===== config.mk =====
export PLATFORM = sky130hd
export DESIGN_NAME = i2c_bit_engine
export DESIGN_NICKNAME = d
export VERILOG_FILES = /design/src/rtl/i2c_bit_pkg.sv /design/src/rtl/i2c_tick_gen.sv /design/src/rtl/i2c_step_decode.sv /design/src/rtl/i2c_byte_shift.sv /design/src/rtl/i2c_bit_engine.sv
export SDC_FILE = /design/constraint.sdc
export NUM_CORES = 1
export LEC_CHECK = 0
export BUFFER_PORTS_ARGS = -buffer_cell sky130_fd_sc_hd__buf_2
export CORE_UTILIZATION = 56
export CTS_CLUSTER_SIZE = 10
export DETAILED_ROUTE_END_ITERATION = 7
export PLACE_DENSITY_LB_ADDON = 0.15
export SLEW_MARGIN = 30
export SYNTH_ARGS = -nofsm -noshare
export SYNTH_HDL_FRONTEND = slang
export SYNTH_SLANG_ARGS = --single-unit

===== constraint.sdc =====
create_clock -name clk -period 2.1 [get_ports clk]
set_clock_uncertainty 0.05 [all_clocks]
set_input_delay 0.105 -clock clk [delete_from_list [all_inputs] [get_ports clk]]
set_output_delay 0.105 -clock clk [all_outputs]
set_load 0.005 [all_outputs]

===== src/rtl/i2c_bit_pkg.sv =====
package i2c_bit_pkg;

  localparam int BYTE_W     = 8;
  localparam int SLOT_TICKS = 4;
  localparam int BYTE_SLOTS = BYTE_W + 1;
  localparam int BYTE_STEPS = BYTE_SLOTS * SLOT_TICKS;
  localparam int STOP_STEPS = 5;
  localparam int MAX_STEP   = BYTE_STEPS + STOP_STEPS - 1;
  localparam int STEP_W     = $clog2(MAX_STEP + 1);

  typedef enum logic [2:0] {
    OP_NONE    = 3'd0,
    OP_START   = 3'd1,
    OP_STOP    = 3'd2,
    OP_WRITE   = 3'd3,
    OP_READ    = 3'd4,
    OP_RECOVER = 3'd5
  } op_e;

  typedef enum logic [2:0] {
    SDA_KEEP, SDA_RELEASE, SDA_PULL, SDA_TXBIT, SDA_ACKBIT
  } sda_act_e;

  typedef struct packed {
    logic     scl_set;
    logic     scl_val;
    sda_act_e sda;
    logic     shift_tx;
    logic     sample_rx;
    logic     sample_ack;
    logic     last;
  } step_act_t;

  function automatic logic op_is_valid(logic [2:0] code);
    return (code >= 3'd1) && (code <= 3'd5);
  endfunction

  function automatic int last_step(op_e op);
    case (op)
      OP_START:          return 3;
      OP_STOP:           return STOP_STEPS - 1;
      OP_WRITE, OP_READ: return BYTE_STEPS;
      OP_RECOVER:        return MAX_STEP;
      default:           return 0;
    endcase
  endfunction

  function automatic step_act_t stop_seq(int k);
    step_act_t a;
    a = '0;
    a.sda = SDA_KEEP;
    case (k)
      0:       begin a.scl_set = 1'b1; a.scl_val = 1'b0; end
      1:       a.sda = SDA_PULL;
      2:       begin a.scl_set = 1'b1; a.scl_val = 1'b1; end
      3:       a.sda = SDA_RELEASE;
      default: a.last = 1'b1;
    endcase
    return a;
  endfunction

  function automatic step_act_t decode_step(op_e op, logic [STEP_W-1:0] step);
    step_act_t a;
    int s;
    int slot;
    int sub;
    a    = '0;
    a.sda = SDA_KEEP;
    s    = int'(step);
    slot = s / SLOT_TICKS;
    sub  = s % SLOT_TICKS;
    case (op)
      OP_START: begin
        case (s)
          0:       a.sda = SDA_RELEASE;
          1:       begin a.scl_set = 1'b1; a.scl_val = 1'b1; end
          2:       a.sda = SDA_PULL;
          default: a.last = 1'b1;
        endcase
      end
      OP_STOP: a = stop_seq(s);
      OP_WRITE, OP_READ, OP_RECOVER: begin
        if (s < BYTE_STEPS) begin
          case (sub)
            0: begin a.scl_set = 1'b1; a.scl_val = 1'b0; end
            1: begin
              if (op == OP_WRITE && slot < BYTE_W) begin
                a.sda = SDA_TXBIT;
                a.shift_tx = 1'b1;
              end else if (op == OP_READ && slot == BYTE_W) begin
                a.sda = SDA_ACKBIT;
              end else begin
                a.sda = SDA_RELEASE;
              end
            end
            2: begin a.scl_set = 1'b1; a.scl_val = 1'b1; end
            default: begin
              a.sample_rx  = (op == OP_READ)  && (slot < BYTE_W);
              a.sample_ack = (op == OP_WRITE) && (slot == BYTE_W);
            end
          endcase
        end else if (op == OP_RECOVER) begin
          a = stop_seq(s - BYTE_STEPS);
        end else begin
          a.scl_set = 1'b1;
          a.scl_val = 1'b0;
          a.last    = 1'b1;
        end
      end
      default: a.last = 1'b1;
    endcase
    return a;
  endfunction

endpackage


===== src/rtl/i2c_tick_gen.sv =====
module i2c_tick_gen #(
  parameter int TICK_DIV = 4
) (
  input  logic clk,
  input  logic rst_n,
  input  logic restart,
  input  logic run,
  output logic tick
);
  localparam int CNT_W = (TICK_DIV > 1) ? $clog2(TICK_DIV) : 1;
  localparam logic [CNT_W-1:0] RELOAD = CNT_W'(TICK_DIV - 1);

  logic [CNT_W-1:0] cnt_q;

  always_ff @(posedge clk or negedge rst_n) begin
    if (!rst_n)                 cnt_q <= RELOAD;
    else if (restart)           cnt_q <= RELOAD;
    else if (run) begin
      if (cnt_q == '0)          cnt_q <= RELOAD;
      else                      cnt_q <= cnt_q - CNT_W'(1);
    end
  end

  assign tick = run && !restart && (cnt_q == '0);

  generate
    if (TICK_DIV > 1) begin : g_spacing

      tick_spacing_chk: assert property (@(posedge clk) disable iff (!rst_n)
        tick |=> !tick);
    end
  endgenerate

endmodule


===== src/rtl/i2c_step_decode.sv =====
module i2c_step_decode
  import i2c_bit_pkg::*;
(
  input  op_e               op,
  input  logic [STEP_W-1:0] step,
  output step_act_t         act
);
  always_comb act = decode_step(op, step);
endmodule


===== src/rtl/i2c_byte_shift.sv =====
module i2c_byte_shift
  import i2c_bit_pkg::*;
(
  input  logic              clk,
  input  logic              rst_n,
  input  logic              load,
  input  logic [BYTE_W-1:0] wdata,
  input  logic              shift_tx,
  input  logic              sample_rx,
  input  logic              sample_ack,
  input  logic              sda_in,
  output logic              tx_msb,
  output logic [BYTE_W-1:0] rx_byte,
  output logic              ack_lvl
);
  logic [BYTE_W-1:0] tx_q;

  always_ff @(posedge clk or negedge rst_n) begin
    if (!rst_n) begin
      tx_q    <= '0;
      rx_byte <= '0;
      ack_lvl <= 1'b1;
    end else begin
      if (load)            tx_q <= wdata;
      else if (shift_tx)   tx_q <= {tx_q[BYTE_W-2:0], 1'b0};
      if (sample_rx)       rx_byte <= {rx_byte[BYTE_W-2:0], sda_in};
      if (sample_ack)      ack_lvl <= sda_in;
    end
  end

  assign tx_msb = tx_q[BYTE_W-1];
endmodule


===== src/rtl/i2c_bit_engine.sv =====
module i2c_bit_engine
  import i2c_bit_pkg::*;
#(
  parameter int TICK_DIV = 4
) (
  input  logic        clk,
  input  logic        rst_n,
  input  logic        cmd_valid,
  input  logic [2:0]  cmd_op,
  input  logic [7:0]  cmd_wdata,
  input  logic        cmd_ack_lvl,
  output logic        busy,
  output logic        done,
  output logic [7:0]  rdata,
  output logic        ack_o,
  output logic        scl_o,
  output logic        sda_oe,
  input  logic        sda_i
);
  logic              busy_q, done_q, scl_q, sda_oe_q, ack_req_q;
  op_e               op_q;
  logic [STEP_W-1:0] step_q;
  logic              accept, tick, tx_msb;
  step_act_t         act;
  logic              step_fire;

  assign accept    = cmd_valid && !busy_q && op_is_valid(cmd_op);
  assign step_fire = busy_q && tick;

  i2c_tick_gen #(.TICK_DIV(TICK_DIV)) u_tick (
    .clk(clk), .rst_n(rst_n), .restart(accept), .run(busy_q), .tick(tick)
  );

  i2c_step_decode u_dec (.op(op_q), .step(step_q), .act(act));

  i2c_byte_shift u_data (
    .clk(clk), .rst_n(rst_n), .load(accept), .wdata(cmd_wdata),
    .shift_tx(step_fire && act.shift_tx),
    .sample_rx(step_fire && act.sample_rx),
    .sample_ack(step_fire && act.sample_ack),
    .sda_in(sda_i), .tx_msb(tx_msb), .rx_byte(rdata), .ack_lvl(ack_o)
  );

  always_ff @(posedge clk or negedge rst_n) begin
    if (!rst_n) begin
      busy_q    <= 1'b0;
      done_q    <= 1'b0;
      scl_q     <= 1'b1;
      sda_oe_q  <= 1'b0;
      ack_req_q <= 1'b1;
      op_q      <= OP_NONE;
      step_q    <= '0;
    end else begin
      done_q <= 1'b0;
      if (accept) begin
        busy_q    <= 1'b1;
        op_q      <= op_e'(cmd_op);
        step_q    <= '0;
        ack_req_q <= cmd_ack_lvl;
      end else if (step_fire) begin
        if (act.scl_set) scl_q <= act.scl_val;
        case (act.sda)
          SDA_RELEASE: sda_oe_q <= 1'b0;
          SDA_PULL:    sda_oe_q <= 1'b1;
          SDA_TXBIT:   sda_oe_q <= !tx_msb;
          SDA_ACKBIT:  sda_oe_q <= !ack_req_q;
          default:     sda_oe_q <= sda_oe_q;
        endcase
        step_q <= step_q + STEP_W'(1);
        if (act.last) begin
          busy_q <= 1'b0;
          done_q <= 1'b1;
        end
      end
    end
  end

  assign busy   = busy_q;
  assign done   = done_q;
  assign scl_o  = scl_q;
  assign sda_oe = sda_oe_q;


  done_pulse_chk: assert property (@(posedge clk) disable iff (!rst_n)
    done_q |-> (!busy_q ##1 !done_q));

  step_range_chk: assert property (@(posedge clk) disable iff (!rst_n)
    busy_q |-> (int'(step_q) <= last_step(op_q)));

  op_hold_chk: assert property (@(posedge clk) disable iff (!rst_n)
    (busy_q && !(step_fire && act.last)) |=> (busy_q && $stable(op_q)));

  bad_op_chk: assert property (@(posedge clk) disable iff (!rst_n)
    (!busy_q && cmd_valid && !op_is_valid(cmd_op)) |=> !busy_q);

  sda_steady_chk: assert property (@(posedge clk) disable iff (!rst_n)
    (busy_q && (op_q == OP_WRITE || op_q == OP_READ) && scl_q && $past(scl_q))
      |-> $stable(sda_oe_q));

  start_end_chk: assert property (@(posedge clk) disable iff (!rst_n)
    (done_q && op_q == OP_START) |-> (scl_q && sda_oe_q));

  stop_end_chk: assert property (@(posedge clk) disable iff (!rst_n)
    (done_q && (op_q == OP_STOP || op_q == OP_RECOVER)) |-> (scl_q && !sda_oe_q));

endmodule


==> flow_metrics.tcl, run 1 <==
set metrics [dict create \
    yosys_most_used_dff "dfrtp_1" \
    final_cell_mix "buf_2, dfrtp_1, o21ai_0" \
    cts_max_level 2 \
    gp_congestion 0.860 \
    start_util_pct 60.5 \
    cellPowerDensity_mw_per_mm2 1010 \
    cts_root_buffer "clkbuf_4" \
    boundaryPins 29 \
    regToRegSetupSlack_ns 0.08 \
    whs_path_depth 4 \
    wirelength_um 4560 \
    chipWidth_um 60.1 \
    async_flop_share_pct 100 \
    clock_path_buffers 2 \
    layout-drive-gt1-share_pct 31.2 \
    syn_inst 195 \
    yosys-top-cells-area "dfrtp_1, dfstp_2, o21ai_0" \
    leakagePower_uw 0.00102 \
    clkSinkCount 33 \
    clk_pin_slew_ns 0.11 \
    io_buffer_count 28 \
    arrival_ns 2.20 \
    coreArea_mm2 0.00313 \
    dp_cells 266 \
    synth_nets 216 \
    fillers 232 \
    grt_use_total_pct 28.3 \
    cts_buffers 5 \
    cp_max_fo 5 \
    die_area_mm2 0.00361 \
    hold_end "op_q[2]" \
    synth-edff-count 0 \
    syn_to_final_growth_pct 24.3 \
    min_from "cmd_valid" \
    final_nets 267 \
    yosysUniqueCellTypes 46 \
    overflow 0 \
    max_slew_margin_pct 50.3 \
    synth_area_mm2 0.00189 \
    min_path_type "primary input to flip-flop" \
    grt_pass1_wl_um 7300 \
    final-instance-count-excl-fill 291 \
    fmax_mhz 496 \
    seq_area_um2 835 \
    num_rows 20 \
    whs_ns 0.141 \
    setup_viol 0 \
    wl_per_cell_um 15.7 \
    cp-end-kind "flip-flop" \
    rsz0062_at_grt "true" \
    clk_latency_ns 0.35 \
    ant_nets 0 \
    worst_pin_slew_ns 0.746 \
    cp.required_ns 2.28 \
    synth_top_area_share_pct 37.0 \
    ff2ff_path_depth 7 \
    status "finished clean" \
    rr_endpoint "busy" \
    finalHoldViolations 0 \
    worst_ir_drop_vdd_mv 0.736 \
    finalCriticalPeriod_ns 2.02 \
    multiInputGateArea_mm2 0.00100 \
    slew_viol_final 0 \
    ys_ff_latch 33 \
    cp-start-kind "flip-flop" \
    grt_max_degree 34 \
    maxCapViolCount 0 \
    worstSetupPathType "flip-flop to flip-flop" \
    yosysWarnings 0 \
    yosysTopAreaCell "dfrtp_1" \
    antenna_found_initial 0 \
    vias_per_cell 5.77 \
    ys_seq_area_share_pct 44.0 \
    fp.dieH_um 60.1 \
    grt_pass1_vias 1661 \
    drt_pass1_iterations 4 \
    syn_area_per_cell_um2 9.70 \
    num_antenna_cells 0 \
    place_hpwl_um 2990 \
    r2r_start "step_q[0]" \
    drc 0 \
    vias 1679 \
    cts_tree "built" \
    layout_commonest_cell "buf_2" \
    period_share_pct 96.0 \
    drtIter0Drc 145 \
]
state kept, by name, summed over array words and instances (netlist names):
name / cells
busy: 1
u_data.rx_byte: 8
u_tick.cnt_q: 2
ack_req_q: 1
u_data.tx_q: 8
op_q: 3
sda_oe: 1
done: 1
step_q: 6
scl_o: 1
u_data.ack_lvl: 1
where the power goes:
| group | internal (uW) | switching [uW] |
|---|---|---|
| Clock | 129 | 235 |
| Combinational | 443 | 534 |
| Sequential | 835 | 189 |
routing by layer:
layer / vias to the layer above / global-route usage, % / share of wire (%)
met5: - / 0 / 0
met4: 0 / 14.3 / 2.3
met3: 18 / 4.76 / 5.6
met2: 63 / 48.4 / 50
met1: 802 / 33.9 / 42
li1: 796 / - / -
through the flow:
stage | util (%) | instance area [um2] | power (uW) | TNS [ns] | setup slack [ns]
floorplan | - | 1890 | 1630 | 0 | 0.215
global placement | 67.4 | 2110 | 1850 | 0 | 0.114
finish | 75.2 | 2350 | 2370 | 0 | 0.0844
global route | 75.2 | 2350 | 2520 | -0.0113 | -0.0113
detailed placement | 67.4 | 2110 | 1900 | 0 | 0.0546
CTS | 73.8 | 2310 | 2300 | 0 | 0.00954
cells in the mapped netlist, types with 3 or more instances:
cell and instances:
a21oi_1 10, nand2b_1 4, o21ai_0 22, clkbuf_1 4, dfrtp_1 28, nand4_1 4, nor3_1 3, mux2_2 9
nor2_1 18, inv_1 6, nand3_1 3, ha_1 5, xor2_1 3, mux2i_1 6, nand2_1 19, dfstp_2 5
nor2b_1 4
repair_timing:
| action | CTS | global route |
|---|---|---|
| hold endpoints to repair | 42 | 0 |
| endpoints found under the setup margin | 0 | 3 |
| resized for setup | 0 | 5 |
| setup buffers | 0 | 3 |
| hold buffers | 14 | 0 |
cell type report:
cell class	count	share of cell area, %
clock buffer	5	1.60
clock inverter	3	0.958
inverter	6	0.958
multi-input combinational	145	42.6
sequential	33	35.5
tap	44	2.34
timing repair buffer	55	16.1
logic make-up after synthesis:
logic type	synth area share, %
adders and majority gates	3.31
buffers and inverters	4.03
and+or+nand+nor	20.5
AOI/OAI and AO/OA	17.3
DFF	44.0
muxes	8.53
xor gates and xnor gates	2.32
critical path: stages (launching register included):
cell     delay [ns]
dfrtp_2        0.40
inv_1          0.06
ha_1           0.27
nor4_2         0.29
nor3_1         0.07
or3b_2         0.48
a31oi_2        0.20
nor2_1         0.08
how the worst max path moves through the flow:
stage,depth (start not counted),from,to
floorplan,7,step_q[0],busy
global placement,7,step_q[0],busy
detailed placement,7,step_q[0],busy
CTS,7,step_q[0],busy
global route,7,step_q[1],busy
finish,7,step_q[0],busy
Power figures use the tool's default switching activity.
==> run 2: changes to the inputs <==
PLACE_DENSITY = 0.85   (was unset)
PLACE_DENSITY_LB_ADDON = unset   (was 0.15)
==> run 2 against run 1 <==
  * Setup slack improved by 0.014 ns
  * Cell area increased by 0.11%
  * Global-route usage decreased by 1.5 points
  * Register-to-register slack about the same
  * Via count decreased by 2.7%
  * Largest power group unchanged
==> flow_metrics.tcl, run 2 (synthesis results as in run 1) <==
set metrics [dict create \
    status "finished clean" \
    drt_pass1_iterations 4 \
    syn_to_final_growth_pct 24.4 \
    pwr-share-comb_pct 38.1 \
    whs_path_depth 4 \
    cts_buffers 5 \
    power.internal_uw 1530 \
    gp_congestion 0.910 \
    overflow 0 \
    num_antenna_cells 0 \
    clkSinkCount 33 \
    drtIter0Drc 74 \
    place_hpwl_um 2850 \
    arrival_ns 2.20 \
    wl_per_cell_um 14.3 \
    p_sw_share_pct 36.9 \
    num_rows 20 \
    rr_endpoint "busy" \
    cp-start-kind "flip-flop" \
    min_from "cmd_valid" \
    cts_root_buffer "clkbuf_4" \
    cts_max_level 2 \
    layout-drive-gt1-share_pct 29.3 \
    period_share_pct 95.3 \
    cellPowerDensity_mw_per_mm2 1030 \
    final_cell_mix "buf_2, dfrtp_1, o21ai_0" \
    setup_tns_ns 0 \
    cts_tree "built" \
    worst_pin_slew_ns 0.716 \
    vias_per_cell 5.63 \
    grt_pass1_wl_um 6890 \
    maxCapViolCount 0 \
    fin_area_mm2 0.00235 \
    r2r_start "step_q[0]" \
    ff2ff_path_depth 7 \
    ant_nets 0 \
    finalCriticalPeriod_ns 2.00 \
    cp_max_fo 6 \
    cp.required_ns 2.29 \
    io_buffer_count 28 \
    layout_commonest_cell "buf_2" \
    worstSetupPathType "flip-flop to flip-flop" \
    hold_end "op_q[1]" \
    cp-end-kind "flip-flop" \
    fp.dieH_um 60.1 \
    vias 1633 \
    clk_latency_ns 0.34 \
    slew_viol_final 0 \
    postPlaceCellArea_mm2 0.00212 \
    start_util_pct 60.5 \
    switchingPower_uw 896 \
    clock_path_buffers 2 \
    worst_ir_drop_vdd_mv 0.821 \
    coreArea_mm2 0.00313 \
    top_regs "u_data.rx_byte (8), u_data.tx_q (8), step_q (6)" \
    antenna_found_initial 0 \
    regToRegSetupSlack_ns 0.1 \
    clockPowerShare_pct 21.0 \
    chipWidth_um 60.1 \
    wirelength_um 4160 \
    rsz0062_at_grt "false" \
    drc 0 \
    boundaryPins 29 \
    finalHoldViolations 0 \
    leakagePower_uw 0.00104 \
    setup_viol 0 \
    clk_pin_slew_ns 0.11 \
    final_nets 266 \
    power_frac_seq_pct 40.8 \
    die_area_mm2 0.00361 \
    grt_use_total_pct 26.7 \
    fmax_mhz 500 \
    grt_pass1_vias 1530 \
    grt_max_degree 34 \
    min_path_type "primary input to flip-flop" \
    max_slew_margin_pct 52.2 \
]
-- run 2: layout make-up --
type,instances,area (um2)
clock buffers,6,51.3
clock inverters,2,37.5
fillers,213,774
inverters,6,22.5
multi-input cells,145,983
flip-flops and latches,33,833
well taps,44,55.1
repair buffers,54,370
-- run 2: what timing repair did --
item / 4_1_cts / 5_1_grt
resized for setup: 0 / 2
endpoints found under the setup margin: 0 / 2
buffers inserted: 0 / 0
hold buffers: 14 / 0
hold endpoints to repair: 42 / 0
-- run 2: per-stage QoR --
step | hold slack (ns) | std cells | utilization, % | total power (uW) | setup slack (ns)
finish | 0.145 | 290 | 75.2 | 2430 | 0.0983
global placement | 0.145 | 268 | 67.9 | 1860 | 0.146
global route | 0.131 | 290 | 75.2 | 2600 | 0.000854
CTS | 0.111 | 290 | 75.2 | 2430 | 0.0631
detailed placement | 0.147 | 268 | 67.9 | 1890 | 0.0509
floorplan | -0.241 | 195 | - | 1630 | 0.215
-- run 2: worst max path at each step --
stage          startpoint    to  slack [ns]  depth (start not counted)
4_1_cts         step_q[0]  busy        0.06                          7
2_1_floorplan   step_q[0]  busy        0.21                          7
5_1_grt         step_q[0]  busy      0.0009                          7
3_3_place_gp    step_q[0]  busy        0.15                          7
3_5_place_dp    step_q[0]  busy        0.05                          7
6_report        step_q[0]  busy         0.1                          7
-- run 2: power groups by stage --
stage	registers (uW)	clock network [uW]	logic [uW]
4_1_cts	989	524	914
5_1_grt	1020	550	1030
2_1_floorplan	945	0	688
6_report	992	510	926
3_5_place_dp	1000	0	890
3_3_place_gp	996	0	866
-- run 2: layer usage --
metal | global-route usage (%) | share of wire (%) | up-vias
met5 | 0 | 0 | -
met3 | 7.14 | 3.6 | 6
met1 | 35.1 | 46 | 773
met2 | 41.3 | 49 | 49
li1 | - | - | 805
met4 | 12.0 | 1.4 | 0
-- run 2: worst max-delay path, cell delays in order, from the launching register on --
cell and delay, ns:
dfrtp_2 0.43, inv_1 0.07, ha_1 0.26, nor4_1 0.28
nor3_1 0.06, or3b_2 0.46, a31oi_1 0.21, nor2_1 0.07
==> run 3: changes to the inputs <==
CAP_MARGIN = 20   (was unset)
REMOVE_ABC_BUFFERS = 1   (was unset)
==> run 3 against run 2 <==
  * Clock power shrank 2%
  * Power grew 1.0%
  * Combinational power grew 3.5%
  * Critical path depth shrank 1
  * Core utilization shrank 0.28 points
  * First-iteration DRC count grew 70%
  * Clock-buffer cell count grew 1
  * Hold slack lost 0.079 ns
  * Critical endpoint unchanged
  * Critical path type unchanged
  * Non-clock buffer count shrank 4
  * Maximum frequency grew 0.35%
  * Setup slack gained 0.0070 ns
  * Register-to-register slack is essentially flat
==> flow_metrics.tcl, run 3 (synthesis results as in run 1) <==
set metrics [dict create \
    clk_latency_ns 0.35 \
    status "finished clean" \
    cts_max_level 2 \
    start_util_pct 60.5 \
    rr_endpoint "busy" \
    worstSetupPathType "flip-flop to flip-flop" \
    power_frac_seq_pct 40.5 \
    maxCapViolCount 0 \
    dp_slack_ns 0.0443 \
    seq_area_um2 833 \
    chipWidth_um 60.1 \
    postCtsSetupBuffers 0 \
    switchingPower_uw 902 \
    wl_per_cell_um 14.6 \
    place_hpwl_um 2740 \
    wirelength_um 4170 \
    fillers 242 \
    cellPowerDensity_mw_per_mm2 1050 \
    cp-end-kind "flip-flop" \
    clockPowerShare_pct 20.5 \
    top_regs "u_data.rx_byte (8), u_data.tx_q (8), step_q (6)" \
    arrival_ns 2.18 \
    finalHoldViolations 0 \
    leakagePower_uw 0.00102 \
    finalCriticalPeriod_ns 1.99 \
    coreArea_mm2 0.00313 \
    fmax_mhz 501 \
    layout_setup_ws_ns 0.105 \
    min_path_type "primary input to flip-flop" \
    num_rows 20 \
    overflow 0 \
    layout-drive-gt1-share_pct 29.3 \
    ff2ff_path_depth 6 \
    period_share_pct 95.0 \
    syn_to_final_growth_pct 23.9 \
    setup_viol 0 \
    io_buffer_count 28 \
    clock_path_buffers 2 \
    grt_pass1_wl_um 6870 \
    path_cells "ha_1, nor4_2, nor3_1, or3b_2, a31oi_2, nor2_1" \
    clk_pin_slew_ns 0.09 \
    cp-start-kind "flip-flop" \
    boundaryPins 29 \
    worst_ir_drop_vdd_mv 0.767 \
    fin_util_pct 75.0 \
    endpoint "busy" \
    cp_top_family "simple AND/OR/NAND/NOR gates" \
    grt_use_total_pct 26.5 \
    drtIter0Drc 126 \
    antenna_found_initial 0 \
    slowest_stage "or3b_2" \
    layout_commonest_cell "buf_2" \
    final_cell_mix "buf_2, dfrtp_1, o21ai_0" \
    clkSinkCount 33 \
    vias 1626 \
    path_buf_inv 0 \
    path_depth 6 \
    fp.dieH_um 60.1 \
    ant_nets 0 \
    p_sw_share_pct 36.8 \
    crit_path_max_incr_delay_ns 0.49 \
    r2r_start "step_q[0]" \
    cts_root_buffer "clkbuf_4" \
    pwr-share-comb_pct 39.0 \
    cts_buffers 5 \
    grt_max_degree 34 \
    cp.required_ns 2.29 \
    setup_tns_ns 0 \
    multiInputGateArea_um2 998 \
    final_nets 262 \
    max_slew_margin_pct 52.2 \
    cts_tree "built" \
    num_antenna_cells 0 \
    drc 0 \
    grt_pass1_vias 1524 \
    crit_start "step_q[0]" \
    cp_max_fo 6 \
    gp_congestion 0.911 \
    regToRegSetupSlack_ns 0.11 \
    drt_pass1_iterations 4 \
    power.internal_uw 1550 \
    slew_viol_final 0 \
    die_area_mm2 0.00361 \
    rsz0062_at_grt "false" \
    vias_per_cell 5.69 \
    worst_pin_slew_ns 0.717 \
]
==> run 3: layer usage <==
metal	up-vias	wire length, um	global-route usage [%]	part of all wire (%)
met5	-	0	0	0
met4	0	146	14.3	3.5
met3	14	272	5.19	6.5
met2	71	2000	42.1	48
met1	755	1760	34.0	42
li1	786	-	-	-
==> run 3: power groups by stage <==
stage,clock [uW],combinational (uW),sequential [uW]
after floorplan,0,596,1000
final,502,958,993
after detailed placement,0,901,1000
after global placement,0,874,994
after CTS,508,925,990
after global routing,534,1060,1020
==> run 3: worst reg2reg max path, stage by stage (launching register included) <==
cell	delay, ns
dfrtp_2	0.45
ha_1	0.29
nor4_2	0.29
nor3_1	0.08
or3b_2	0.49
a31oi_2	0.19
nor2_1	0.07
==> run 3: timing repair <==
action	CTS	global route
hold buffers	13	0
endpoints found under the hold margin	41	0
resized for setup	0	4
setup endpoints to repair	0	2
==> run 3: layout make-up <==
class                      instances  share of cell area (%)
clock inverter                     1                    1.28
multi-input combinational        145                    42.6
tap                               44                    2.35
inverter                           6                   0.961
timing repair buffer              50                    14.9
clock buffer                       7                    2.35
sequential                        33                    35.5
==> run 3: how the worst min path moves through the flow <==
stage | startpoint | end | slack, ns | cells after the start
2_1_floorplan | rst_n | busy | -0.24 | 0
3_3_place_gp | rst_n | op_q[2] | 0.14 | 1
3_5_place_dp | rst_n | op_q[2] | 0.14 | 1
4_1_cts | cmd_op[1] | op_q[1] | 0.04 | 3
5_1_grt | cmd_op[1] | op_q[1] | 0.08 | 3
6_report | cmd_op[1] | op_q[1] | 0.07 | 3
==> run 3: stage by stage <==
step | hold slack, ns | instances | area (um2) | total power (uW)
detailed placement | 0.141 | 265 | 2110 | 1900
global placement | 0.143 | 265 | 2110 | 1870
CTS | 0.0431 | 286 | 2330 | 2420
finish | 0.0667 | 286 | 2340 | 2450
floorplan | -0.241 | 184 | 1840 | 1600
global route | 0.0752 | 286 | 2340 | 2620
